`src/rtl/csio_pkg.sv`:
```
package csio_pkg;

   typedef enum logic [1:0] {
      REG_CTRL = 2'd0,
      REG_STAT = 2'd1,
      REG_TXB  = 2'd2,
      REG_RXB  = 2'd3
   } csio_addr_e;

   // packed: pwr is bit 0, lsb_first is bit 4
   typedef struct packed {
      logic lsb_first;
      logic cont;
      logic rx_en;
      logic tx_en;
      logic pwr;
   } csio_ctrl_t;

   localparam int CTRL_W = $bits(csio_ctrl_t);

   localparam int STAT_BUSY = 0;
   localparam int STAT_OVR  = 1;

endpackage

```
`src/rtl/csio_ctrl_reg.sv`:
```
module csio_ctrl_reg
   import csio_pkg::*;
(
   input  logic       clk,
   input  logic       rst_n,
   input  logic       wr,
   input  csio_ctrl_t wval,
   output csio_ctrl_t ctrl
);

   always_ff @(posedge clk) begin
      if (!rst_n) begin
         ctrl <= '0;
      end else if (wr) begin
         ctrl.pwr   <= wval.pwr;
         ctrl.tx_en <= wval.tx_en;
         ctrl.rx_en <= wval.rx_en;
         // framing bits are frozen while the block is powered
         if (!ctrl.pwr) begin
            ctrl.cont      <= wval.cont;
            ctrl.lsb_first <= wval.lsb_first;
         end
      end
   end

endmodule

```
`src/rtl/csio_bit_timer.sv`:
```
module csio_bit_timer #(
   parameter int WORD_W  = 8,
   parameter int CLK_DIV = 4
) (
   input  logic clk,
   input  logic rst_n,
   input  logic clear,
   input  logic load,
   output logic busy,
   output logic sclk,
   output logic sample_stb,
   output logic shift_stb,
   output logic done
);

   localparam int PH_W  = (CLK_DIV > 2) ? $clog2(CLK_DIV) : 1;
   localparam int BIT_W = (WORD_W > 2) ? $clog2(WORD_W) : 1;
   localparam int HALF  = CLK_DIV / 2;

   generate
      if (CLK_DIV < 2 || (CLK_DIV % 2) != 0) begin : g_bad_div
         $error("csio_bit_timer: CLK_DIV must be even and at least 2");
      end
      if (WORD_W < 2) begin : g_bad_word
         $error("csio_bit_timer: WORD_W must be at least 2");
      end
   endgenerate

   logic [PH_W-1:0]  phase;
   logic [BIT_W-1:0] bitn;
   logic             last_phase;
   logic             last_bit;

   assign last_phase = (phase == PH_W'(CLK_DIV - 1));
   assign last_bit   = (bitn == BIT_W'(WORD_W - 1));

   assign done       = busy && last_phase && last_bit;
   assign shift_stb  = busy && last_phase && !last_bit;
   assign sample_stb = busy && (phase == PH_W'(HALF - 1));
   assign sclk       = !busy || (phase >= PH_W'(HALF));

   always_ff @(posedge clk) begin
      if (!rst_n || clear) begin
         busy  <= 1'b0;
         phase <= '0;
         bitn  <= '0;
      end else if (load) begin
         busy  <= 1'b1;
         phase <= '0;
         bitn  <= '0;
      end else if (busy) begin
         if (last_phase) begin
            phase <= '0;
            if (last_bit) begin
               busy <= 1'b0;
            end else begin
               bitn <= bitn + 1'b1;
            end
         end else begin
            phase <= phase + 1'b1;
         end
      end
   end

endmodule

```
`src/rtl/csio_shifter.sv`:
```
module csio_shifter #(
   parameter int WORD_W = 8
) (
   input  logic              clk,
   input  logic              rst_n,
   input  logic              clear,
   input  logic              load,
   input  logic [WORD_W-1:0] load_data,
   input  logic              lsb_first,
   input  logic              shift_stb,
   input  logic              sample_stb,
   input  logic              sdi,
   output logic              sdo_bit,
   output logic [WORD_W-1:0] rx_word
);

   logic [WORD_W-1:0] tx_sh;

   assign sdo_bit = lsb_first ? tx_sh[0] : tx_sh[WORD_W-1];

   always_ff @(posedge clk) begin
      if (!rst_n || clear) begin
         tx_sh   <= '1;
         rx_word <= '0;
      end else begin
         if (load) begin
            tx_sh <= load_data;
         end else if (shift_stb) begin
            tx_sh <= lsb_first ? {1'b1, tx_sh[WORD_W-1:1]}
                               : {tx_sh[WORD_W-2:0], 1'b1};
         end
         if (load) begin
            rx_word <= '0;
         end else if (sample_stb) begin
            rx_word <= lsb_first ? {sdi, rx_word[WORD_W-1:1]}
                                 : {rx_word[WORD_W-2:0], sdi};
         end
      end
   end

endmodule

```
`src/rtl/csio_top.sv`:
```
module csio_top
   import csio_pkg::*;
#(
   parameter int WORD_W  = 8,
   parameter int CLK_DIV = 4,
   parameter int ADDR_W  = 2
) (
   input  logic              clk,
   input  logic              rst_n,
   input  logic              wr_en,
   input  logic              rd_en,
   input  logic [ADDR_W-1:0] addr,
   input  logic [WORD_W-1:0] wdata,
   output logic [WORD_W-1:0] rdata,
   output logic              sclk,
   output logic              sdo,
   input  logic              sdi,
   output logic              irq_tx,
   output logic              irq_rx
);

   generate
      if (WORD_W < CTRL_W) begin : g_bad_width
         $error("csio_top: WORD_W must hold the control register");
      end
      if (ADDR_W != 2) begin : g_bad_addr
         $error("csio_top: ADDR_W must be 2");
      end
   endgenerate

   csio_ctrl_t        ctrl;
   logic              wr_ctl, wr_stat, wr_tx, rd_rx;
   logic              busy, sample_stb, shift_stb, done;
   logic              start_idle, restart, load, clear;
   logic [WORD_W-1:0] load_data;
   logic [WORD_W-1:0] rx_word;
   logic [WORD_W-1:0] rxbuf;
   logic [WORD_W-1:0] pend_data;
   logic              pend, q_write, use_pend;
   logic              rx_full, ovr;
   logic              sdo_bit;

   assign wr_ctl  = wr_en && (addr == REG_CTRL);
   assign wr_stat = wr_en && (addr == REG_STAT);
   assign wr_tx   = wr_en && (addr == REG_TXB);
   assign rd_rx   = rd_en && (addr == REG_RXB);
   assign clear   = !ctrl.pwr;

   csio_ctrl_reg u_ctrl (
      .clk  (clk),
      .rst_n(rst_n),
      .wr   (wr_ctl),
      .wval (csio_ctrl_t'(wdata[CTRL_W-1:0])),
      .ctrl (ctrl)
   );

   // start from idle: transmit-buffer write, or receive-buffer read when receive-only
   assign start_idle = ctrl.pwr && !busy &&
                       ((wr_tx && ctrl.tx_en) ||
                        (rd_rx && !ctrl.tx_en && ctrl.rx_en));

   // seamless follow-on word in continuous mode
   assign restart  = done && ctrl.cont &&
                     (ctrl.tx_en ? (pend || wr_tx) : ctrl.rx_en);
   assign use_pend = restart && pend;
   assign load     = start_idle || restart;

   assign load_data = !ctrl.tx_en ? '1 :
                      use_pend    ? pend_data : wdata;

   // queue a word written mid-transfer, unless it is consumed directly at done
   assign q_write = wr_tx && ctrl.cont && ctrl.tx_en && busy && !(done && !pend);

   always_ff @(posedge clk) begin
      if (!rst_n || clear) begin
         pend      <= 1'b0;
         pend_data <= '0;
      end else begin
         if (use_pend) begin
            pend <= 1'b0;
         end
         if (q_write) begin
            pend      <= 1'b1;
            pend_data <= wdata;
         end
      end
   end

   csio_bit_timer #(
      .WORD_W (WORD_W),
      .CLK_DIV(CLK_DIV)
   ) u_timer (
      .clk       (clk),
      .rst_n     (rst_n),
      .clear     (clear),
      .load      (load),
      .busy      (busy),
      .sclk      (sclk),
      .sample_stb(sample_stb),
      .shift_stb (shift_stb),
      .done      (done)
   );

   csio_shifter #(
      .WORD_W(WORD_W)
   ) u_shift (
      .clk       (clk),
      .rst_n     (rst_n),
      .clear     (clear),
      .load      (load),
      .load_data (load_data),
      .lsb_first (ctrl.lsb_first),
      .shift_stb (shift_stb),
      .sample_stb(sample_stb),
      .sdi       (sdi),
      .sdo_bit   (sdo_bit),
      .rx_word   (rx_word)
   );

   assign sdo = (busy && ctrl.tx_en) ? sdo_bit : 1'b1;

   // receive buffer and overrun flag
   always_ff @(posedge clk) begin
      if (!rst_n) begin
         rxbuf   <= '0;
         rx_full <= 1'b0;
         ovr     <= 1'b0;
      end else begin
         if (wr_stat && wdata[STAT_OVR]) begin
            ovr <= 1'b0;
         end
         if (done && ctrl.rx_en) begin
            rxbuf   <= rx_word;
            rx_full <= 1'b1;
            if (rx_full && !rd_rx) begin
               ovr <= 1'b1;
            end
         end else if (rd_rx) begin
            rx_full <= 1'b0;
         end
      end
   end

   always_ff @(posedge clk) begin
      if (!rst_n) begin
         irq_tx <= 1'b0;
         irq_rx <= 1'b0;
      end else begin
         irq_tx <= load && ctrl.cont && ctrl.tx_en && ctrl.pwr;
         irq_rx <= done;
      end
   end

   always_comb begin
      rdata = '0;
      unique case (addr)
         REG_CTRL: rdata[CTRL_W-1:0] = ctrl;
         REG_STAT: begin
            rdata[STAT_BUSY] = busy;
            rdata[STAT_OVR]  = ovr;
         end
         REG_RXB:  rdata = rxbuf;
         default:  rdata = '0;
      endcase
   end

endmodule

```
`config.mk`:
```
export PLATFORM = sky130hd
export DESIGN_NAME = csio_top
export DESIGN_NICKNAME = d
export VERILOG_FILES = /design/src/rtl/csio_pkg.sv /design/src/rtl/csio_ctrl_reg.sv /design/src/rtl/csio_bit_timer.sv /design/src/rtl/csio_shifter.sv /design/src/rtl/csio_top.sv
export SDC_FILE = /design/constraint.sdc
export NUM_CORES = 1
export LEC_CHECK = 0
export BUFFER_PORTS_ARGS = -buffer_cell sky130_fd_sc_hd__buf_2
export CORE_AREA = 3 3 100 102
export DETAILED_ROUTE_END_ITERATION = 8
export DIE_AREA = 0 0 103 105
export SETUP_SLACK_MARGIN = 0.3
export SLEW_MARGIN = 40
export SYNTH_ARGS = -nofsm -noshare
export SYNTH_HDL_FRONTEND = slang
export SYNTH_HIERARCHICAL = 1
export SYNTH_SLANG_ARGS = --single-unit
```
`constraint.sdc`:
```
create_clock -name clk -period 5.65 [get_ports clk]
set_input_delay 0.2825 -clock clk [delete_from_list [all_inputs] [get_ports clk]]
set_output_delay 0.2825 -clock clk [all_outputs]
set_load 0.005 [all_outputs]
```
==> results.yml <==
pwr:
  p_switching_uw: 142
  switching_share_pct: 22.2
  power_frac_comb_pct: 4.8
  clockPowerShare_pct: 41.2
  power_density_nw_per_um2: 215
  power_uw: 639
  peakVddDrop_mv: 0.0945
  internal_power_uw: 497
  seqPwrFrac_pct: 54.1
  leakagePower_uw: 0.00113
sta:
  setup_tns_ns: 0
  slew_viol_final: 0
  max_slew_margin_pct: 51.3
  period_minus_slack_ns: 2.59
  setup_violations: 0
  rsz0062_at_grt: "false"
  worst_pin_slew_ns: 0.730
  fin_skew_ns: 0.00896
  fin_crit_sh_pct: 45.8
  clock.fmax_mhz: 386
  hold_violations: 0
detailed_routing:
  wl_per_cell_um: 13.6
  num_vias: 2034
  vias_per_cell: 4.96
  drt_wl_total_um: 5580
  ant_nets: 0
  dr.pass1.iters: 5
  drt_iter0_markers: 128
  drc: 0
yosys:
  yosys-top-cells-area: "dfxtp_1, mux2i_1, ha_1, nand2_1, a211oi_2"
  synth_top_area_cell: "dfxtp_1"
  synth.net_count: 311
  synth_seq_cells: 48
  synth_async_sr_flop_share_pct: 0
  ys_seq_area_share_pct: 35.4
  yosysTopAreaCellShare_pct: 35.4
  synth_enable_flop_cells: 0
  yosys_warnings: 6
  dominantRegCellSynth: "dfxtp_1"
  ys_types: 45
  syn_inst: 285
  syn_area_um2: 2710
  avgSynthCellArea_um2: 9.52
setup_path:
  ff2ff_path_depth: 9
  crit_path_cell_trace: "ha_1 -> ha_1 -> and3_1 -> o211ai_1 -> a31oi_1 -> o21bai_1 -> buf_4 -> or2_0 -> a211oi_2"
  r2r_setup_slack_ns: 3.06
  crit_top_cell: "ha_1"
  crit_fanout: 25
  r2r_start: "u_timer/bitn[0]"
  cp.required_ns: 5.81
  slowest_delay_ns: 0.59
  crit_slowest_cell: "or2_0"
  startpoint_type: "flop"
  worst_setup_path_end_kind: "flop"
  regToRegEndpoint: "u_shift/rx_word[4]"
  criticalPathCategory: "flop to flop"
  arrival_ns: 2.75
clock_network:
  cts-buffers-inserted: 5
  cts_setup_buffers: 0
  clock_insertion_delay_worst_skew_ns: 0.30
  cts_tree: "done"
  clk_pin_slew_ns: 0.09
  cts_resized: 0
  ctsHoldBuffers: 0
  cts-root-buf: "clkbuf_8"
  cts_sinks: 48
  cts.path.max_buffers: 2
  htreeDepth: 2
place:
  hpwlAfterDp_um: 4030
  place_congestion: 0.758
  port_buffers: 26
  placed_area_um2: 2850
grt:
  grt_pass1_wl_um: 9280
  antenna_found_initial: 0
  grt_max_degree: 46
  grt_usage_pct: 10.5
  grt_pass1_vias: 1933
  grt_overflow_total: 0
floorplan:
  die_h_um: 105
  num_rows: 35
  io-pin-count: 27
  start_util_pct: 29.5
  design.core.area_um2: 9200
  die-width_um: 103
  fp.dieArea_um2: 10800
layout:
  nNetsFinal: 324
  drive_above_1_share_pct: 22.7
  fin_area_um2: 2970
  diodes: 0
  area_growth_pct: 9.59
outcome:
  outcome: "complete, no violations"
min_path:
  hold-path-endpoint: "pend_data[7]"
  hp-class: "primary input to flop"
  min_path_cells: 3
  min_from: "wdata[7]"
flow_run:
  maxCapViolations: 0
==> power by group through the flow <==
stage | logic, uW | clock network, uW | registers [uW]
floorplan | 23.4 | 0 | 349
global placement | 30.6 | 0 | 354
detailed placement | 30.8 | 0 | 354
CTS | 30.9 | 273 | 346
global route | 34.2 | 281 | 346
finish | 30.4 | 263 | 346
==> metrics by stage <==
| step | hold WS [ns] | instances | util [%] | worst slack, ns |
|---|---|---|---|---|
| 2_1_floorplan | 0.411 | 285 | - | 3.39 |
| 3_5_place_dp | 0.455 | 402 | 31.0 | 3.06 |
| 3_3_place_gp | 0.448 | 402 | 31.0 | 3.14 |
| 5_1_grt | 0.242 | 410 | 32.3 | 2.84 |
| 4_1_cts | 0.233 | 410 | 32.3 | 3.07 |
| 6_report | 0.244 | 410 | 32.3 | 3.06 |
==> cell families after synthesis <==
family	after synthesis	share of synthesized area (%)
and+or+nand+nor	107	21.0
muxes	40	15.4
adders and majority gates	11	5.07
buffers and inverters	28	6.13
DFF	48	35.4
AOI/OAI and AO/OA	51	16.9
==> synth_stat cells (2+ instances only) <==
cell / count
a211o_2: 7
a211oi_1: 7
a211oi_2: 9
a21boi_0: 9
a21oi_1: 4
a222oi_1: 2
a22oi_1: 3
and2_1: 7
and4bb_2: 5
buf_2: 8
buf_4: 3
buf_6: 5
clkbuf_1: 2
clkbuf_2: 2
dfxtp_1: 48
ha_1: 11
inv_1: 7
mux2_2: 2
mux2_4: 3
mux2i_1: 35
nand2_1: 34
nand2b_1: 3
nand3_1: 18
nand3b_1: 2
nor2_1: 23
nor2b_1: 5
o21ai_0: 2
or3b_1: 2
==> layer usage <==
metal / wire length [um] / vias to the layer above / global-route usage, %
li1: - / 1042 / -
met1: 2660 / 968 / 14.1
met5: 0 / - / 0
met2: 2710 / 19 / 17.0
met4: 55 / 0 / 2.59
met3: 154 / 5 / 2.14
==> final cells by class <==
class / instances / area [um2]
Multi-Input combinational cell: 209 / 1590
Sequential cell: 48 / 963
Tap cell: 111 / 139
Clock buffer: 6 / 82.6
Fill cell: 948 / 6220
Timing Repair Buffer: 27 / 138
Inverter: 7 / 26.3
Clock inverter: 2 / 38.8
==> registers in the layout, summed over array words and instances, names as in the netlist <==
signal	flops
u_timer/bitn	3
pend	1
rx_full	1
u_timer/busy	1
u_ctrl/ctrl	5
irq_rx	1
rxbuf	8
irq_tx	1
u_shift/tx_sh	8
ovr	1
u_timer/phase	2
u_shift/rx_word	8
pend_data	8
==> placed cells by master, fill, tap and decap left out, types with 3 or more instances in the layout <==
cell type   n
nor2_1     23
and2_1      7
mux2_4      3
nand2_1    34
mux2i_1    35
a21boi_0    9
a211oi_2    9
nor2b_1     5
buf_2      26
ha_1       11
a21oi_1     4
and4bb_2    5
inv_1       7
a22oi_1     3
a211oi_1    7
a211o_2     7
nand2b_1    3
dfxtp_1    46
clkbuf_8    6
nand3_1    18
==> worst max path at each step <==
stage                    startpoint            endpoint  slack [ns]  depth (start not counted)
global route        u_timer/bitn[0]  u_shift/rx_word[4]        2.84                          9
global placement    u_timer/bitn[0]  u_shift/rx_word[6]        3.14                          9
detailed placement  u_timer/bitn[0]  u_shift/rx_word[4]        3.06                          9
finish              u_timer/bitn[0]  u_shift/rx_word[4]        3.06                          9
floorplan           u_timer/bitn[0]    u_shift/tx_sh[4]        3.39                         10
CTS                 u_timer/bitn[0]  u_shift/rx_word[4]        3.07                          9
==> worst max-delay path: cells and delay by family, from the launching register on <==
kind | cells | cell delay (ns)
simple gates | 2 | 0.91
compound gates | 4 | 0.58
flops | 1 | 0.37
fa+ha+maj | 2 | 0.34
buf+inv | 1 | 0.27
Power figures use the tool's default switching activity.
